--- src/rtl/xen_counter_pkg.sv ---
package xen_counter_pkg;

   typedef enum logic [0:0] {
      CS_ADDER  = 1'b0,
      CS_TOGGLE = 1'b1
   } count_style_e;

   localparam int unsigned XC_DEFAULT_W = 8;

endpackage

--- src/rtl/xen_halt_ctl.sv ---
module xen_halt_ctl (
   input  logic clk,
   input  logic mreset,
   input  logic astart,
   input  logic en_a,
   input  logic en_b,
   output logic halt_q
);

   logic clr_async;
   assign clr_async = mreset | astart;

   always_ff @(posedge clk or posedge clr_async) begin
      if (clr_async) halt_q <= 1'b0;
      else           halt_q <= en_a ^ en_b;
   end


   property halt_capture_p;
      @(posedge clk) disable iff (mreset || astart)
         !astart |=> (halt_q == $past(en_a ^ en_b));
   endproperty
   halt_capture_chk: assert property (halt_capture_p);


   property start_override_p;
      @(posedge clk) disable iff (mreset)
         astart |-> !halt_q;
   endproperty
   start_override_chk: assert property (start_override_p);

endmodule

--- src/rtl/xen_count_core.sv ---
module xen_count_core
   import xen_counter_pkg::*;
#(
   parameter int unsigned  WIDTH = XC_DEFAULT_W,
   parameter count_style_e STYLE = CS_ADDER
) (
   input  logic             clk,
   input  logic             mreset,
   input  logic             adv,
   output logic [WIDTH-1:0] cnt
);

   localparam logic [WIDTH-1:0] ONE = {{(WIDTH-1){1'b0}}, 1'b1};

   initial begin
      if (WIDTH < 2) $error("xen_count_core: WIDTH must be at least 2");
   end

   logic [WIDTH-1:0] nxt;

   generate
      if (STYLE == CS_ADDER) begin : g_adder
         assign nxt = cnt + ONE;
      end else begin : g_toggle
         logic [WIDTH:0] carry;
         assign carry[0] = 1'b1;
         for (genvar i = 0; i < WIDTH; i++) begin : g_bit
            assign nxt[i]     = cnt[i] ^ carry[i];
            assign carry[i+1] = carry[i] & cnt[i];
         end
      end
   endgenerate

   always_ff @(posedge clk or posedge mreset) begin
      if (mreset)   cnt <= '0;
      else if (adv) cnt <= nxt;
   end


   property step_p;
      @(posedge clk) disable iff (mreset)
         adv |=> (cnt == $past(cnt) + ONE);
   endproperty
   step_chk: assert property (step_p);


   property hold_p;
      @(posedge clk) disable iff (mreset)
         !adv |=> $stable(cnt);
   endproperty
   hold_chk: assert property (hold_p);


   property reset_zero_p;
      @(posedge clk) mreset |-> (cnt == '0);
   endproperty
   reset_zero_chk: assert property (reset_zero_p);

endmodule

--- src/rtl/xen_comp_drv.sv ---
module xen_comp_drv #(
   parameter int unsigned WIDTH = 8
) (
   input  logic [WIDTH-1:0] din,
   output logic [WIDTH-1:0] q_t,
   output logic [WIDTH-1:0] q_n
);

   generate
      for (genvar i = 0; i < WIDTH; i++) begin : g_pair
         assign q_t[i] = din[i];
         assign q_n[i] = ~din[i];
      end
   endgenerate

endmodule

--- src/rtl/xen_counter.sv ---
module xen_counter
   import xen_counter_pkg::*;
#(
   parameter int unsigned  WIDTH = XC_DEFAULT_W,
   parameter count_style_e STYLE = CS_ADDER
) (
   input  logic             clk,
   input  logic             mreset,
   input  logic             sen_a,
   input  logic             sen_b,
   input  logic             astart,
   output logic [WIDTH-1:0] cnt_q,
   output logic [WIDTH-1:0] cnt_qn
);

   logic             halt_q;
   logic [WIDTH-1:0] cnt_w;

   xen_halt_ctl u_ctl (
      .clk    (clk),
      .mreset (mreset),
      .astart (astart),
      .en_a   (sen_a),
      .en_b   (sen_b),
      .halt_q (halt_q)
   );

   xen_count_core #(.WIDTH(WIDTH), .STYLE(STYLE)) u_core (
      .clk    (clk),
      .mreset (mreset),
      .adv    (!halt_q),
      .cnt    (cnt_w)
   );

   xen_comp_drv #(.WIDTH(WIDTH)) u_drv (
      .din (cnt_w),
      .q_t (cnt_q),
      .q_n (cnt_qn)
   );


   property comp_pair_p;
      @(posedge clk) (cnt_qn ^ cnt_q) == '1;
   endproperty
   comp_pair_chk: assert property (comp_pair_p);

endmodule

--- config.mk ---
export PLATFORM = sky130hd
export DESIGN_NAME = xen_counter
export DESIGN_NICKNAME = d
export VERILOG_FILES = /design/src/rtl/xen_counter_pkg.sv /design/src/rtl/xen_halt_ctl.sv /design/src/rtl/xen_count_core.sv /design/src/rtl/xen_comp_drv.sv /design/src/rtl/xen_counter.sv
export SDC_FILE = /design/constraint.sdc
export NUM_CORES = 1
export LEC_CHECK = 0
export BUFFER_PORTS_ARGS = -buffer_cell sky130_fd_sc_hd__buf_2
export CAP_MARGIN = 20
export CORE_UTILIZATION = 26
export DETAILED_ROUTE_END_ITERATION = 10
export SYNTH_ARGS = -nofsm -noshare
export SYNTH_HDL_FRONTEND = slang
export SYNTH_SLANG_ARGS = --single-unit
--- constraint.sdc ---
create_clock -name clk -period 1 [get_ports clk]
set_input_delay 0.05 -clock clk [delete_from_list [all_inputs] [get_ports clk]]
set_output_delay 0.05 -clock clk [all_outputs]
set_load 0.01 [all_outputs]
; ---- Word-level counts from Yosys, hierarchy flattened
; Index checks and enable logic that the tools add are counted.
[totals]
ff_bits = 9
inputBits = 5
out_inout_bits = 16
[classes]
bitwise = 10
n_addsub = 1
[op_table]
columns = cell, n
row1 = $add 8x1->8 const B, 1
row2 = $not 1->1, 8
row3 = $or 1x1->1, 1
row4 = $xor 1x1->1, 1

; ---- Depth between registers and ports, before layout
; Gate-level depths: netlist of the first run.
[depth]
ltp_word = 1
mapped_depth = 4
mapped_depth_nobuf = 4

; ---- Hierarchy
; From an unflattened synthesis of the first run, not the netlist that was laid out.
[hier_totals]
hier_cells = 47
area_unflattened_um2 = 476.7
[modules_own_cells]
columns = module, instances, seq_area_each_um2, area_each_um2, cells_each
row1 = xen_count_core, 1, 200.2, 345.3, 27
row2 = xen_comp_drv, 1, 0.0, 90.1, 16
row3 = xen_halt_ctl, 1, 25.0, 37.5, 3
row4 = xen_counter, 1, 0.0, 3.8, 1

; ---- Worst setup path after synthesis of the first run
; Ideal clock, no wire load.
[synth_path]
path_type = flip-flop to flip-flop
from = reg u_core.cnt[0]
to = reg u_core.cnt[6]
synth_period_minus_slack_ps = 1164
setup_ps = 80
slack_ps = -164
required_ps = 920
path_stages_with_launch = 5
t_arrival_ps = 1084
path_cell_list = dfrtp_1 -> ha_1 -> nand4b_1 -> nor3_2 -> xnor2_1
[synth_via]
elab_chain_cells = 1
[synth_lines]
columns = element, line_no
row1 = from (decl), xen_count_core.sv:10  ; output logic [WIDTH-1:0] cnt
row2 = from (signal assigned), xen_count_core.sv:36  ; else if (adv) cnt <= nxt;
row3 = $add 8x1->8, xen_count_core.sv:23  ; assign nxt = cnt + ONE;
; No other way between the ends.
; A chain may end at the register's enable or synchronous reset.

; ---- Worst setup path after layout of the first run
; Same ends and word-level chain as after synthesis.

==> metrics.yaml, run 1 <==
regArea_um2: 229
synthSimpleGateAreaFrac_pct: 18.4
hold_violations: 0
cp_cell_sequence: "ha_4 > nand4b_1 > nor3_2 > xnor2_1"
final_util_pct: 45.9
dr_total_vias: 365
min_period_ns: 1.09
final_common_cell: "buf_2"
slew_viol_final: 0
ir_drop_v: 0.00130
yosysWarnings: 0
worstHoldPathType: "primary input to async pin"
synth_area_leaders: "dfrtp_1 51%, xnor2_1 14%, inv_1 6.8%"
dr.first_iter.drc_count: 1
core-area_um2: 1540
mostFrequentLayoutCells: "18 x buf_2, 7 x xnor2_1, 6 x buf_4, 6 x dfrtp_1, 5 x inv_1"
antenna_found_initial: 0
cts_tree: "yes"
grt_max_degree: 9
crit_family: "flip-flops"
post-place-ws_ns: -0.0628
path_buf_inv: 0
required_ns: 1.19
cts_made_buffers: 3
setup_tns_ns: -0.345
setup_slack_ns: -0.0922
yosysSeqAreaShare_pct: 51.0
clockBufferDepth: 2
drc: 0
power_density_nw_per_um2: 2960
synth-xor-area-share_pct: 15.9
die-area_um2: 1870
reg2reg_to: "u_core.cnt[6]$_DFFE_PP0N_"
io_pins: 21
slew_headroom_pct: 79.6
grt_pass1_vias: 333
r2r_setup_slack_ns: -0.09
maxCapViolations: 0
overflow: 0
synthCells: 37
synthMuxAreaShare_pct: 2.55
synth_cell_types: 15
rsz0062_at_grt: "true"
io_buffers: 20
ant_nets: 0
post-route-period-util_pct: 109
die_w_um: 43.2
drive_gt1_share_pct: 59.2
synth_nets: 43
setup_viol_count_final: 8
ys_ff_latch: 9
cp.depth: 4
fill_cells: 155
clock_sinks: 9
grt_pass1_wl_um: 1420
multi_input_area_um2: 188
rows: 14
track_usage_pct: 11.0
max_stage_delay_ns: 0.41
cts.root.buffer_cell: "clkbuf_4"
yosysTopAreaCell: "dfrtp_1"
tightest_slew_ns: 0.306
cp_data_arrival_time_ns: 1.28
synth_top_area_share_pct: 51.0
drtPass1Iterations: 3
path_max_fanout: 4
syn_area_per_cell_um2: 11.9
syn-cell-area_um2: 442
worst_hold_slack_ns: 0.184
htree_levels: 1
place_hpwl_um: 674
timing.rr.start: "u_core.cnt[0]$_DFFE_PP0N_"
nets: 78
fmax_ghz: 0.916
failed_checks: "negative setup slack"
crit_type: "register to register"
clock_latency_ns: 0.27
crit_path_start_kind: "register"
drt-total-wl_um: 899
synth_top_family_by_area: "simple AND/OR/NAND/NOR gates"
synth_compound_area_share_pct: 0
insertedDiodeCount: 0
synth_fa_ha_area_share_pct: 2.83
die_h_um: 43.2
clkTransAtPathRegs_ns: 0.06
status: "complete, but fails checks"
crit_path_end_kind: "register"
place_congestion: 0.708
power_leakage_nw: 0.357
wire_per_inst_um: 10.3
skew_ns: 0.00529
vias_per_cell: 4.20
reg2reg_depth: 4
slowest_stage: "dfrtp_2"
start_util_pct: 28.7
syn2layout_area_growth_pct: 60.3
==> kinds of logic (layout without fill, tap and decap cells) <==
logic type,count (synthesis),after routing
xor+xnor,8,8
fa+ha+maj,1,1
buf+inv,10,44
flops,9,9
mux,1,1
simple gates,8,8
==> state kept, by name (all words and copies together) (netlist names) <==
name          flops
u_core.cnt        8
u_ctl.halt_q      1
==> worst reg2reg max path, cell delays in order, from the launching register on <==
cell and delay (ns):
dfrtp_2 0.41, ha_4 0.14, nand4b_1 0.16, nor3_2 0.17, xnor2_1 0.14
==> layer usage <==
| metal | global-route usage [%] | up-vias | share of wire, % |
|---|---|---|---|
| met5 | 0 | - | 0 |
| met4 | 1.82 | 0 | 1.9 |
| met3 | 8.09 | 2 | 9.2 |
| met2 | 16.1 | 16 | 49 |
| met1 | 13.2 | 168 | 40 |
| li1 | - | 179 | - |
==> cell type report <==
class                           instances  share of cell area, %
Clock buffer                            4                   3.71
Inverter                                9                   5.12
Multi-Input combinational cell         18                   26.5
Sequential cell                         9                   32.3
Tap cell                               16                   2.83
Timing Repair Buffer                   31                   29.5
==> what timing repair did <==
action                                 CTS  global route
endpoints found under the hold margin   10             0
setup endpoints to repair                8            14
resized for setup                        4             4
hold buffers                             4             0
buffers inserted                         0             2
==> cells in the mapped netlist, drive strengths merged <==
master and n:
nor4 1, ha 1, mux2 1, nor2b 1
nand4b 2, nand2 1, buf 1, nor3 1
xnor2 7, inv 9, dfrtp 9, xor2 1
nor2 2
==> stage by stage <==
step	instance area (um2)	total power, mW	instances
5_1_grt	708	2.26	87
4_1_cts	689	2.05	85
3_3_place_gp	607	1.65	77
3_5_place_dp	607	1.67	77
6_report	708	2.10	87
2_1_floorplan	457	1.23	37
==> worst max-delay path by stage <==
| stage | from | end | slack (ns) |
|---|---|---|---|
| floorplan | u_core.cnt[0]$_DFFE_PP0N_ | u_core.cnt[6]$_DFFE_PP0N_ | -0.07 |
| global route | u_core.cnt[0]$_DFFE_PP0N_ | u_core.cnt[6]$_DFFE_PP0N_ | -0.17 |
| finish | u_core.cnt[0]$_DFFE_PP0N_ | u_core.cnt[6]$_DFFE_PP0N_ | -0.09 |
| global placement | u_core.cnt[1]$_DFFE_PP0N_ | u_core.cnt[6]$_DFFE_PP0N_ | -0.04 |
| CTS | u_core.cnt[0]$_DFFE_PP0N_ | u_core.cnt[6]$_DFFE_PP0N_ | -0.08 |
| detailed placement | u_core.cnt[0]$_DFFE_PP0N_ | u_core.cnt[6]$_DFFE_PP0N_ | -0.06 |
==> report_power, final <==
part	total [mW]	switching (mW)	internal (mW)
sequential	0.695	0.177	0.518
combinational	1.11	0.508	0.606
clock	0.289	0.134	0.154
total	2.10	0.820	1.28
(Power assumes the default switching activity.)
==> inputs of run 2 (changes only) <==
--- a/config.mk
+++ b/config.mk
@@ -7,8 +7,10 @@
 export LEC_CHECK = 0
 export BUFFER_PORTS_ARGS = -buffer_cell sky130_fd_sc_hd__buf_2
 export CAP_MARGIN = 20
+export CORE_ASPECT_RATIO = 0.8
 export CORE_UTILIZATION = 26
 export DETAILED_ROUTE_END_ITERATION = 10
 export SYNTH_ARGS = -nofsm -noshare
 export SYNTH_HDL_FRONTEND = slang
+export SYNTH_HIERARCHICAL = 1
 export SYNTH_SLANG_ARGS = --single-unit
==> metrics.yaml, run 2 <==
post-route-period-util_pct: 107
tightest_slew_ns: 0.308
mostFrequentLayoutCells: "13 x buf_2, 12 x buf_6, 9 x dfrtp_1, 8 x buf_4"
crit_type: "register to primary output"
reg2reg_depth: 2
synth_cell_types: 13
place_congestion: 0.771
drt-total-wl_um: 906
status: "complete, but fails checks"
crit_path_end_kind: "primary output"
clock_sinks: 9
synthFlopType: "dfrtp_1"
synthCells: 47
synth_nets: 53
rsz0062_at_grt: "true"
slew_viol_final: 0
synth_top_area_share_pct: 47.2
setup_slack_ns: -0.0713
async_flop_share_pct: 100
clock_latency_ns: 0.26
overflow: 0
setup_tns_ns: -0.244
r2r_setup_slack_ns: -0.07
clockBufferDepth: 2
grt_pass1_wl_um: 1350
regMostFlops: "u_core/cnt"
ir_drop_v: 0.00128
critPathLaunch: "u_core/cnt[1]$_DFFE_PP0P_"
die_h_um: 40.3
fill_cells: 176
die-area_um2: 2010
syn2layout_area_growth_pct: 61.7
drive_gt1_share_pct: 55.0
failed_checks: "negative setup slack"
post-place-ws_ns: -0.0416
synthMuxAreaShare_pct: 2.36
track_usage_pct: 10.2
vias_per_cell: 3.82
largest_register_ffs: 8
hold_violations: 0
antenna_found_initial: 0
synth-edff-count: 0
synth-xor-area-share_pct: 14.7
synth_top_family_by_area: "buffers and inverters"
final_common_cell: "buf_2"
timing.rr.start: "u_core/cnt[0]$_DFFE_PP0P_"
slew_headroom_pct: 79.4
cts.root.buffer_cell: "clkbuf_4"
synthSimpleGateAreaFrac_pct: 12.6
crit_path_start_kind: "register"
cts_tree: "yes"
multi_input_area_um2: 154
yosysSeqAreaShare_pct: 47.2
syn_area_per_cell_um2: 10.1
place_hpwl_um: 602
regArea_um2: 225
cp_data_arrival_time_ns: 1.02
die_w_um: 49.9
finalPower_mw: 2.28
nets: 87
yosysWarnings: 6
htree_levels: 1
min_period_ns: 1.07
syn-cell-area_um2: 477
skew_ns: 0.00386
maxCapViolations: 0
fmax_ghz: 0.933
io_pins: 21
drc: 0
grt_pass1_vias: 362
rows: 13
synth.most_common_cell: "inv_1"
synth_compound_area_share_pct: 0
dr_total_vias: 390
setup_viol_count_final: 7
worstHoldPathType: "primary input to async pin"
synth_fa_ha_area_share_pct: 2.62
reg.largest.list: "u_core/cnt x8, u_ctl/halt_q x1"
synth_common_cells: "10 x inv_1, 9 x dfrtp_1, 8 x buf_4"
power_leakage_nw: 0.411
reg2reg_to: "u_core/cnt[1]$_DFFE_PP0P_"
power_density_nw_per_um2: 2960
insertedDiodeCount: 0
ant_nets: 0
yosysTopAreaCell: "dfrtp_1"
wire_per_inst_um: 8.88
io_buffers: 20
path_max_fanout: 3
core-area_um2: 1680
grt_max_degree: 9
ys_ff_latch: 9
start_util_pct: 28.5
drtPass1Iterations: 1
clkTransAtPathRegs_ns: 0.06
synth_area_leaders: "dfrtp_1 47%, buf_4 13%, inv_1 7.9%"
required_ns: 0.95
cts_made_buffers: 3
dr.first_iter.drc_count: 0
==> run 2: routing by layer <==
metal / routed length [um] / up-vias / track usage, %
li1: - / 198 / -
met1: 387 / 175 / 9.34
met2: 459 / 17 / 18.6
met3: 60 / 0 / 5.68
met4: 0 / 0 / 6.43
met5: 0 / - / 0
==> run 2: power by group <==
part           internal [mW]  leakage, nW  total (mW)  switching, mW
combinational          0.819        0.283        1.36          0.541
clock                  0.154       0.0150       0.278          0.125
sequential             0.506        0.112       0.642          0.137
==> run 2: stage by stage <==
step | hold WS (ns) | std cells | util, % | area, um2
after CTS | 0.185 | 101 | 43.8 | 734
after global routing | 0.218 | 102 | 46.0 | 771
final | 0.211 | 102 | 46.0 | 771
after detailed placement | -0.0718 | 90 | 36.5 | 612
after floorplan | -0.192 | 47 | - | 477
after global placement | -0.0750 | 90 | 36.5 | 612
==> run 2: what timing repair did <==
action / in CTS / in global routing
endpoints found under the setup margin: 13 / 15
setup buffers: 4 / 1
hold buffers: 4 / 0
pin swaps: 2 / 0
endpoints found under the hold margin: 10 / 0
resized for setup: 10 / 6
gates cloned: 0 / 0
==> run 2: final cells by class <==
type / count / area share, %
repair buffers: 37 / 39.0
flip-flops and latches: 9 / 29.2
multi-input cells: 20 / 20.0
inverters: 10 / 4.87
well taps: 22 / 3.57
clock buffers: 4 / 3.41
==> run 2: worst max-delay path, stage by stage (launching register included) <==
cell	delay, ns
dfrtp_1	0.39
buf_6	0.13
buf_6	0.11
inv_2	0.04
buf_6	0.09
==> run 2: cells by family after synthesis <==
| logic type | Yosys count |
|---|---|
| XOR/XNOR | 8 |
| AND/OR/NAND/NOR | 10 |
| flip-flops | 9 |
| multiplexers | 1 |
| adder cells (fa/ha/maj) | 1 |
| buffers and inverters | 18 |
==> run 2: worst max path at each step <==
stage                           endpoint  depth (start not counted)  slack, ns
3_3_place_gp   u_core/cnt[1]$_DFFE_PP0P_                          2      -0.02
3_5_place_dp   u_core/cnt[1]$_DFFE_PP0P_                          2      -0.04
4_1_cts                        cnt_qn[1]                          4      -0.08
5_1_grt        u_core/cnt[7]$_DFFE_PP0P_                          4      -0.11
2_1_floorplan  u_core/cnt[1]$_DFFE_PP0P_                          2      -0.06
6_report                       cnt_qn[1]                          4      -0.07
==> inputs of run 3 (changes only) <==
--- a/config.mk
+++ b/config.mk
@@ -10,6 +10,7 @@
 export CORE_ASPECT_RATIO = 0.8
 export CORE_UTILIZATION = 26
 export DETAILED_ROUTE_END_ITERATION = 10
+export SETUP_SLACK_MARGIN = 0.05
 export SYNTH_ARGS = -nofsm -noshare
 export SYNTH_HDL_FRONTEND = slang
 export SYNTH_HIERARCHICAL = 1
==> metrics.yaml, run 3 (same netlist as run 2, synthesis figures left out) <==
cts_made_buffers: 3
crit_path_end_kind: "register"
die_w_um: 49.9
antenna_found_initial: 0
post-route-period-util_pct: 107
grt_pass1_vias: 342
slew_headroom_pct: 78.8
hold_violations: 0
vias_per_cell: 3.99
place_hpwl_um: 665
power_density_nw_per_um2: 2960
place_congestion: 0.768
drtPass1Iterations: 4
die_h_um: 40.3
place_inst: 89
cp_cell_sequence: "ha_2 > mux2_2"
worstHoldPathType: "primary input to async pin"
tightest_slew_ns: 0.318
finalPower_mw: 2.49
max_stage_delay_ns: 0.44
switchingPower_mw: 0.888
rsz0062_at_grt: "true"
timing.rr.start: "u_core/cnt[0]$_DFFE_PP0P_"
slowest_stage: "dfrtp_2"
status: "complete, but fails checks"
sw_frac_of_total_pct: 35.6
maxCapViolations: 0
path_max_fanout: 3
skew_ns: 0.00297
drive_gt1_share_pct: 64.3
failed_checks: "negative setup slack"
p_int_mw: 1.60
crit_path_start_kind: "register"
rows: 13
crit_type: "register to register"
insertedDiodeCount: 0
final_common_cell: "buf_6"
cts_tree: "yes"
cts.root.buffer_cell: "clkbuf_4"
syn2layout_area_growth_pct: 76.4
min_period_ns: 1.07
dr.first_iter.drc_count: 2
overflow: 0
io_buffers: 20
slew_viol_final: 0
setup_slack_ns: -0.0709
track_usage_pct: 10.4
cp_data_arrival_time_ns: 1.21
clkTransAtPathRegs_ns: 0.06
reg2reg_to: "u_core/cnt[1]$_DFFE_PP0P_"
core-area_um2: 1680
setup_viol_count_final: 5
htree_levels: 1
power_frac_clock_pct: 11.0
power_frac_comb_pct: 61.3
grt_max_degree: 9
power_leakage_nw: 0.439
start_util_pct: 28.5
fill_cells: 158
drc: 0
nets: 91
io_pins: 21
mostFrequentLayoutCells: "15 x buf_6, 12 x buf_2, 10 x buf_4, 6 x dfrtp_1"
final_cells: 106
post-place-ws_ns: -0.0648
ir_drop_v: 0.00146
r2r_setup_slack_ns: -0.07
required_ns: 1.14
reg.largest.list: "u_core/cnt x8, u_ctl/halt_q x1"
largest_register_ffs: 8
regMostFlops: "u_core/cnt"
clockBufferDepth: 2
power_frac_seq_pct: 27.7
fmax_ghz: 0.934
clock_sinks: 9
setup_tns_ns: -0.135
ant_nets: 0
drt-total-wl_um: 980
dr_total_vias: 423
clock_latency_ns: 0.26
wire_per_inst_um: 9.25
grt_pass1_wl_um: 1430
reg2reg_depth: 2
die-area_um2: 2010
-- run 3: cell count changes in the layout (fill, tap and decap cells not counted), moves of 2 or more --
cell     previous run  this run
buf_6              12        15
dfrtp_2             0         3
buf_4               8        10
dfrtp_1             9         6
-- run 3: how the worst max path moves through the flow --
stage	from	endpoint	slack [ns]
after floorplan	u_core/cnt[1]$_DFFE_PP0P_	u_core/cnt[1]$_DFFE_PP0P_	-0.06
after CTS	u_core/cnt[0]$_DFFE_PP0P_	u_core/cnt[1]$_DFFE_PP0P_	-0.06
after detailed placement	u_core/cnt[0]$_DFFE_PP0P_	u_core/cnt[1]$_DFFE_PP0P_	-0.06
final	u_core/cnt[0]$_DFFE_PP0P_	u_core/cnt[1]$_DFFE_PP0P_	-0.07
after global routing	u_core/cnt[0]$_DFFE_PP0P_	u_core/cnt[1]$_DFFE_PP0P_	-0.09
after global placement	u_core/cnt[1]$_DFFE_PP0P_	u_core/cnt[1]$_DFFE_PP0P_	-0.03
-- run 3: routing by layer --
layer,wire length [um],vias to the layer above,share of wire (%),track usage [%]
li1,-,208,-,-
met5,0,-,0,0
met2,498,19,51,18.6
met1,404,196,41,10.5
met3,77,0,7.9,5.68
met4,0,0,0,4.29
-- run 3: final cells by class --
class / count / area (um2) / share of cell area [%]
Clock buffer: 4 / 26.3 / 3.13
Sequential cell: 9 / 229 / 27.2
Inverter: 10 / 37.5 / 4.46
Multi-Input combinational cell: 20 / 176 / 21.0
Timing Repair Buffer: 41 / 344 / 40.9
Tap cell: 22 / 27.5 / 3.27
-- run 3: repair_timing --
item	in CTS	in global routing
setup buffers	4	5
gates resized for setup	15	12
pin swaps	5	6
setup endpoints to repair	15	18
endpoints found under the hold margin	10	0
hold buffers	4	0
-- run 3: per-stage QoR --
| stage | util (%) | hold slack [ns] | area (um2) |
|---|---|---|---|
| 6_report | 50.2 | 0.201 | 841 |
| 5_1_grt | 50.2 | 0.204 | 841 |
| 4_1_cts | 45.3 | 0.204 | 758 |
| 3_5_place_dp | 36.1 | -0.0736 | 604 |
| 3_3_place_gp | 36.1 | -0.0751 | 604 |
| 2_1_floorplan | - | -0.192 | 477 |
-- run 3: power groups by stage --
| stage | Clock [mW] | Sequential, mW | Combinational [mW] |
|---|---|---|---|
| final | 0.274 | 0.691 | 1.53 |
| after global routing | 0.315 | 0.708 | 1.65 |
| after CTS | 0.291 | 0.660 | 1.28 |
| after detailed placement | 0 | 0.663 | 0.946 |
| after global placement | 0 | 0.645 | 0.926 |
| after floorplan | 0 | 0.671 | 0.602 |
-- run 3: worst max-delay path, delay by kind of cell (launching register included) --
family / cells / cell delay (ns)
fa+ha+maj: 1 / 0.26
flops: 1 / 0.44
mux: 1 / 0.26
